## src/rtl/eprom_pkg.sv

```systemverilog
package eprom_pkg;

  typedef enum logic [2:0] {
    M_STANDBY,
    M_INHIBIT,
    M_DISABLE,
    M_PROGRAM,
    M_READ,
    M_VERIFY,
    M_IDENT
  } mode_e;

  // Prefix a payload with a parity bit so the whole byte has odd parity.
  function automatic logic [7:0] odd_parity_byte(input logic [6:0] payload);
    return {~^payload, payload};
  endfunction

endpackage

```

## src/rtl/eprom_mode_dec.sv

```systemverilog
module eprom_mode_dec
  import eprom_pkg::*;
(
  input  logic  ce_n,
  input  logic  oe_n,
  input  logic  vpp_hi,
  input  logic  a9_hv,
  output mode_e mode
);

  always_comb begin
    if (ce_n) begin
      mode = (vpp_hi && oe_n) ? M_INHIBIT : M_STANDBY;
    end else if (oe_n) begin
      mode = vpp_hi ? M_PROGRAM : M_DISABLE;
    end else if (vpp_hi) begin
      mode = M_VERIFY;
    end else if (a9_hv) begin
      mode = M_IDENT;
    end else begin
      mode = M_READ;
    end
  end

endmodule

```

## src/rtl/eprom_id_rom.sv

```systemverilog
module eprom_id_rom
  import eprom_pkg::*;
#(
  parameter int unsigned ADDR_W      = 15,
  parameter int unsigned HV_BIT      = 9,
  parameter logic [6:0]  MFR_PAYLOAD = 7'h01,
  parameter logic [6:0]  DEV_PAYLOAD = 7'h10
) (
  input  logic [ADDR_W-1:0] addr,
  output logic [7:0]        id_byte,
  output logic              id_legal
);

  localparam logic [ADDR_W-1:0] FREE_MASK =
    (ADDR_W'(1) << HV_BIT) | ADDR_W'(1);
  localparam logic [7:0] MFR_CODE = odd_parity_byte(MFR_PAYLOAD);
  localparam logic [7:0] DEV_CODE = odd_parity_byte(DEV_PAYLOAD);

  always_comb begin
    id_legal = ((addr & ~FREE_MASK) == '0);
    id_byte  = addr[0] ? DEV_CODE : MFR_CODE;
  end

endmodule

```

## src/rtl/eprom_cell_array.sv

```systemverilog
module eprom_cell_array #(
  parameter int unsigned MEM_AW = 8,
  parameter int unsigned DATA_W = 8
) (
  input  logic              clk,
  input  logic              wr_en,
  input  logic              erase_en,
  input  logic [MEM_AW-1:0] waddr,
  input  logic [DATA_W-1:0] wdata,
  input  logic [MEM_AW-1:0] raddr,
  output logic [DATA_W-1:0] rdata
);

  localparam int unsigned DEPTH = 1 << MEM_AW;

  logic [DATA_W-1:0] cells [DEPTH];

  for (genvar w = 0; w < DEPTH; w++) begin : g_word
    logic              upd;
    logic [DATA_W-1:0] nxt;

    always_comb begin
      upd = erase_en || (wr_en && (waddr == MEM_AW'(w)));
      nxt = erase_en ? '1 : (cells[w] & wdata);
    end

    always_ff @(posedge clk) begin
      if (upd) begin
        cells[w] <= nxt;
      end
    end
  end

  assign rdata = cells[raddr];

endmodule

```

## src/rtl/eprom_ctrl.sv

```systemverilog
module eprom_ctrl
  import eprom_pkg::*;
#(
  parameter int unsigned ADDR_W      = 15,
  parameter int unsigned DATA_W      = 8,
  parameter int unsigned MEM_AW      = 8,
  parameter int unsigned HV_BIT      = 9,
  parameter logic [6:0]  MFR_PAYLOAD = 7'h01,
  parameter logic [6:0]  DEV_PAYLOAD = 7'h10
) (
  input  logic              clk,
  input  logic              rst_n,
  input  logic [ADDR_W-1:0] addr,
  input  logic [DATA_W-1:0] din,
  input  logic              ce_n,
  input  logic              oe_n,
  input  logic              vpp_hi,
  input  logic              a9_hv,
  input  logic              cmos_sel,
  input  logic              erase_req,
  output logic [DATA_W-1:0] dout,
  output logic              dout_en,
  output logic              id_fault,
  output logic              deep_standby
);

  // reset: asynchronous assertion, synchronous release
  logic rst_meta, rst_s;
  always_ff @(posedge clk or negedge rst_n) begin
    if (!rst_n) begin
      rst_meta <= 1'b0;
      rst_s    <= 1'b0;
    end else begin
      rst_meta <= 1'b1;
      rst_s    <= rst_meta;
    end
  end

  mode_e             mode;
  logic [7:0]        id_byte;
  logic              id_legal;
  logic [DATA_W-1:0] cell_q;
  logic              wr_en, erase_en;

  eprom_mode_dec u_dec (
    .ce_n   (ce_n),
    .oe_n   (oe_n),
    .vpp_hi (vpp_hi),
    .a9_hv  (a9_hv),
    .mode   (mode)
  );

  eprom_id_rom #(
    .ADDR_W      (ADDR_W),
    .HV_BIT      (HV_BIT),
    .MFR_PAYLOAD (MFR_PAYLOAD),
    .DEV_PAYLOAD (DEV_PAYLOAD)
  ) u_id (
    .addr     (addr),
    .id_byte  (id_byte),
    .id_legal (id_legal)
  );

  assign erase_en = erase_req && rst_s;
  assign wr_en    = (mode == M_PROGRAM) && rst_s && !erase_req;

  eprom_cell_array #(
    .MEM_AW (MEM_AW),
    .DATA_W (DATA_W)
  ) u_cells (
    .clk      (clk),
    .wr_en    (wr_en),
    .erase_en (erase_en),
    .waddr    (addr[MEM_AW-1:0]),
    .wdata    (din),
    .raddr    (addr[MEM_AW-1:0]),
    .rdata    (cell_q)
  );

  // next-state
  logic [DATA_W-1:0] dout_d;
  logic              en_d, fault_d, deep_d;

  always_comb begin
    dout_d  = '0;
    en_d    = 1'b0;
    fault_d = 1'b0;
    deep_d  = ce_n && cmos_sel;
    unique case (mode)
      M_READ, M_VERIFY: begin
        en_d   = 1'b1;
        dout_d = cell_q;
      end
      M_IDENT: begin
        if (id_legal) begin
          en_d   = 1'b1;
          dout_d = DATA_W'(id_byte);
        end else begin
          fault_d = 1'b1;
        end
      end
      default: begin
        en_d = 1'b0;
      end
    endcase
  end

  // registers
  always_ff @(posedge clk or negedge rst_s) begin
    if (!rst_s) begin
      dout         <= '0;
      dout_en      <= 1'b0;
      id_fault     <= 1'b0;
      deep_standby <= 1'b0;
    end else begin
      dout         <= dout_d;
      dout_en      <= en_d;
      id_fault     <= fault_d;
      deep_standby <= deep_d;
    end
  end

  // assertions
  p_deselect_floats_r2: assert property (@(posedge clk) disable iff (!rst_s)
    ($past(rst_s) && $past(ce_n)) |-> !dout_en);

  p_read_drives_r1: assert property (@(posedge clk) disable iff (!rst_s)
    ($past(rst_s) && $past(!ce_n && !oe_n && !a9_hv)) |-> dout_en);

  p_program_floats_r4: assert property (@(posedge clk) disable iff (!rst_s)
    ($past(rst_s) && $past(mode == M_PROGRAM)) |-> !dout_en);

  p_id_parity_r6: assert property (@(posedge clk) disable iff (!rst_s)
    ($past(rst_s) && $past(mode == M_IDENT && id_legal)) |-> (dout_en && (^dout)));

  p_fault_floats_r7: assert property (@(posedge clk) disable iff (!rst_s)
    id_fault |-> !dout_en);

  p_idle_zero_r10: assert property (@(posedge clk) disable iff (!rst_s)
    !dout_en |-> (dout == '0));

endmodule

```

## config.mk

```make
export PLATFORM = sky130hd
export DESIGN_NAME = eprom_ctrl
export DESIGN_NICKNAME = d
export VERILOG_FILES = /design/src/rtl/eprom_pkg.sv /design/src/rtl/eprom_mode_dec.sv /design/src/rtl/eprom_id_rom.sv /design/src/rtl/eprom_cell_array.sv /design/src/rtl/eprom_ctrl.sv
export SDC_FILE = /design/constraint.sdc
export NUM_CORES = 2
export LEC_CHECK = 0
export BUFFER_PORTS_ARGS = -buffer_cell sky130_fd_sc_hd__buf_2
export CELL_PAD_IN_SITES_DETAIL_PLACEMENT = 0
export CELL_PAD_IN_SITES_GLOBAL_PLACEMENT = 1
export CORE_MARGIN = 3
export CORE_UTILIZATION = 53
export DETAILED_ROUTE_END_ITERATION = 8
export GPL_ROUTABILITY_DRIVEN = 1
export PLACE_DENSITY = 0.87
export SLEW_MARGIN = 20
export SYNTH_ARGS = -nofsm -noshare
export SYNTH_HDL_FRONTEND = slang
export SYNTH_SLANG_ARGS = --single-unit
```

## constraint.sdc

```tcl
create_clock -name clk -period 0.8 [get_ports clk]
set_input_delay 0.08 -clock clk [delete_from_list [all_inputs] [get_ports clk]]
set_output_delay 0.08 -clock clk [all_outputs]
set_load 0.005 [all_outputs]
```

==> results.sh <==
export IMPL_status="finished with violations"
export IMPL_failed_checks="hold timing, setup timing"
export IMPL_grt_pass1_vias=73500
export IMPL_layout_nets=9815
export IMPL_async_flop_share_pct=0.631
export IMPL_yosys_warnings=0
export IMPL_rsz0062_at_grt="true"
export IMPL_setup_viol=4117
export IMPL_gp_congestion=0.979
export IMPL_synth_common_cells="nand2_1, edfxtp_1, mux4_2, clkbuf_1, o21ai_0"
export IMPL_ctsHtreeMaxLevel=4
export IMPL_finClkSkew_ns=0.0622
export IMPL_fin_setup_tns_ns=-4715.85
export IMPL_synth_xor_area_share_pct=0
export IMPL_cts_buffers=208
export IMPL_antenna_found_initial=7
export IMPL_crit_arrival_ns=3.27
export IMPL_fp_dieArea_um2=189000
export IMPL_layout_setup_ws_ns=-1.73
export IMPL_root_buffer="clkbuf_16"
export IMPL_synth_mux_area_fraction_pct=13.7
export IMPL_synth_top_family_by_area="simple AND/OR/NAND/NOR gates"
export IMPL_cts_tree="done"
export IMPL_path_buf_inv=0
export IMPL_clk_pin_slew_ns=0.06
export IMPL_seq_area_frac_synth_pct=63.5
export IMPL_grt_max_degree=77
export IMPL_finalCritPeriodShare_pct=317
export IMPL_overflow=0
export IMPL_crit_fanout=2
export IMPL_synth_area_um2=97400
export IMPL_yosys_area_share_simple_pct=16.9
export IMPL_synth_flop_cell="edfxtp_1"
export IMPL_drtIter0Drc=11600
export IMPL_ys_top_cells_by_area="edfxtp_1, nand2_1, mux4_2"
export IMPL_path_delay_family="multiplexers"
export IMPL_ir_worst_vdd_mv=2.04
export IMPL_grtUsageTotal_pct=33.1
export IMPL_synth_edf_count=2048
export IMPL_yosysTopAreaCell="edfxtp_1"
export IMPL_synth_avg_cell_area_um2=11.9
export IMPL_ys_ff_latch=2061
export IMPL_startpoint_type="flop"
export IMPL_synth_most_common_cell="nand2_1"
export IMPL_leakage_nw=53.8
export IMPL_synth_cell_types=55
export IMPL_final_area_um2=127000
export IMPL_synth_top_cell_area_share_pct=63.2
export IMPL_drt_total_wl_mm=316
export IMPL_syn_to_final_growth_pct=30.2
export IMPL_cts_hold_buf=20
export IMPL_drive_gt1_share_pct=32.7
export IMPL_hold_viol=6
export IMPL_max_stage_delay_ns=0.60
export IMPL_drc_errors=0
export IMPL_rows=156
export IMPL_clockBufferDepth=3
export IMPL_die_x_um=435
export IMPL_crit_path_end_kind="flop"
export IMPL_reg2reg_slack_ns=-1.73
export IMPL_criticalPathCategory="reg2reg"
export IMPL_avgViaCountPerCell=6.05
export IMPL_start_util_pct=53.6
export IMPL_grt_pass1_wl_mm=466
export IMPL_ios=42
export IMPL_min_period_ns=2.53
export IMPL_slew_viol_final=0
export IMPL_cpMaxStageDelayCell="mux4_2"
export IMPL_tightestPinTransition_ns=1.07
export IMPL_first_pass_iters=9
export IMPL_dpl_hpwl_mm=209
export IMPL_path_cells="mux4_2, mux4_2, and3b_1, a21oi_1, nor3_1, o41a_1"
export IMPL_portBuffers=40
export IMPL_slew_headroom_pct=28.5
export IMPL_synthAdderAreaFrac_pct=0
export IMPL_worst_ep_required_time_ns=1.54
export IMPL_hold_path_class="in2reg"
export IMPL_synthCells=8152
export IMPL_whs_ns=-0.305
export IMPL_synth_fp_nets=8183
export IMPL_core_um2=182000
export IMPL_die_y_um=435
export IMPL_postRouteAntennaNets=0
export IMPL_powerDensity_nw_per_um2=2070
export IMPL_max_freq_ghz=0.395
export IMPL_routedWlPerCell_um=25.5
export IMPL_synth_compound_area_share_pct=2.77
export IMPL_clock_sinks=2061
export IMPL_crit_top_cell="mux4_2"
export IMPL_drv_cap=0
export IMPL_via_count=75200
export IMPL_clk_latency_ns=0.88
export IMPL_final_util_pct=69.7
export IMPL_place_area_um2=117000
## metal layers
metal	GRT usage, %	routed length, µm
met1	43.6	111000
met2	50.3	144000
met3	8.96	40200
met4	18.5	20600
met5	0	23
## power breakdown
group          total [mW]  internal [mW]  switching [mW]
clock                97.9           54.5            43.4
sequential            129            126            2.96
combinational        35.3           15.9            19.5
total                 262            196            65.8
## registers in the layout, summed over array words and instances, names as in the netlist
signal	cells
u_cells.cells	2048
dout	8
deep_standby	1
dout_en	1
id_fault	1
rst_meta	1
rst_s	1
## worst paths after layout
| path | depth (start not counted) | startpoint | endpoint |
|---|---|---|---|
| hold / removal | 5 | addr[14] | dout_en |
| setup / recovery | 6 | u_cells.cells[31][1] | dout[1] |
| hold reg to reg | 1 | rst_s | dout_en |
| max in group asynchronous | 1 | rst_s | dout[1] |
| setup reg to reg | 6 | u_cells.cells[31][1] | dout[1] |
| min in group asynchronous | 3 | rst_n | rst_s |
## cell families (layout without fill, tap and decap cells)
family / after synthesis / count (layout)
other: 1 / 6
AO/OA/AOI/OAI: 451 / 451
flip-flops: 2061 / 2061
multiplexers: 630 / 630
AND/OR/NAND/NOR: 4317 / 4321
buffers and inverters: 692 / 2496
## final cells by class
cell class	count	area, µm²
Tap cell	2449	3060
Inverter	2	7.51
Timing Repair Buffer	2108	19900
Clock buffer	265	5460
Fill cell	11800	55000
Antenna cell	5	12.5
Multi-Input combinational cell	5403	35200
Sequential cell	2061	61800
Clock inverter	121	1240
## cell usage in the layout, fill, tap and decap left out, types with 12 or more instances in the layout
master / count
nand2_1: 4133
edfxtp_1: 2048
buf_4: 1641
mux4_2: 563
buf_12: 254
clkbuf_16: 212
o21ai_4: 148
buf_6: 110
a22oi_1: 65
mux2i_1: 60
o21ai_1: 58
clkbuf_1: 53
buf_8: 49
o21ai_2: 42
clkinv_2: 42
clkinv_1: 38
a21oi_1: 28
buf_2: 28
nor2_1: 26
o21ai_0: 19
bufinv_16: 19
dlygate4sd3_1: 19
nor3_1: 16
nand2_8: 16
nor2b_1: 14
nand2_2: 14
a22o_1: 13
nand3_1: 13
dfrtp_1: 12
## through the flow
stage	worst slack, ns	cells	total power [mW]
finish	-1.73	12400	262
global route	-1.78	12400	269
CTS	-1.70	12400	261
detailed placement	-2.63	12000	164
global placement	-2.65	12000	162
floorplan	-1.54	8152	146
## tightest hold or removal path, stage by stage
cell and delay, ns:
buf_2 0.07, nor4_1 0.04, nand4_1 0.13, buf_4 0.13, a21boi_0 0.07
## repair_timing
action,in CTS,in global routing
resized for setup,216,353
endpoints found under the setup margin,4115,4116
pin swaps,33,45
buffers inserted,23,30
cloned,4,7
hold endpoints to repair,1992,5
(Power assumes the default switching activity.)
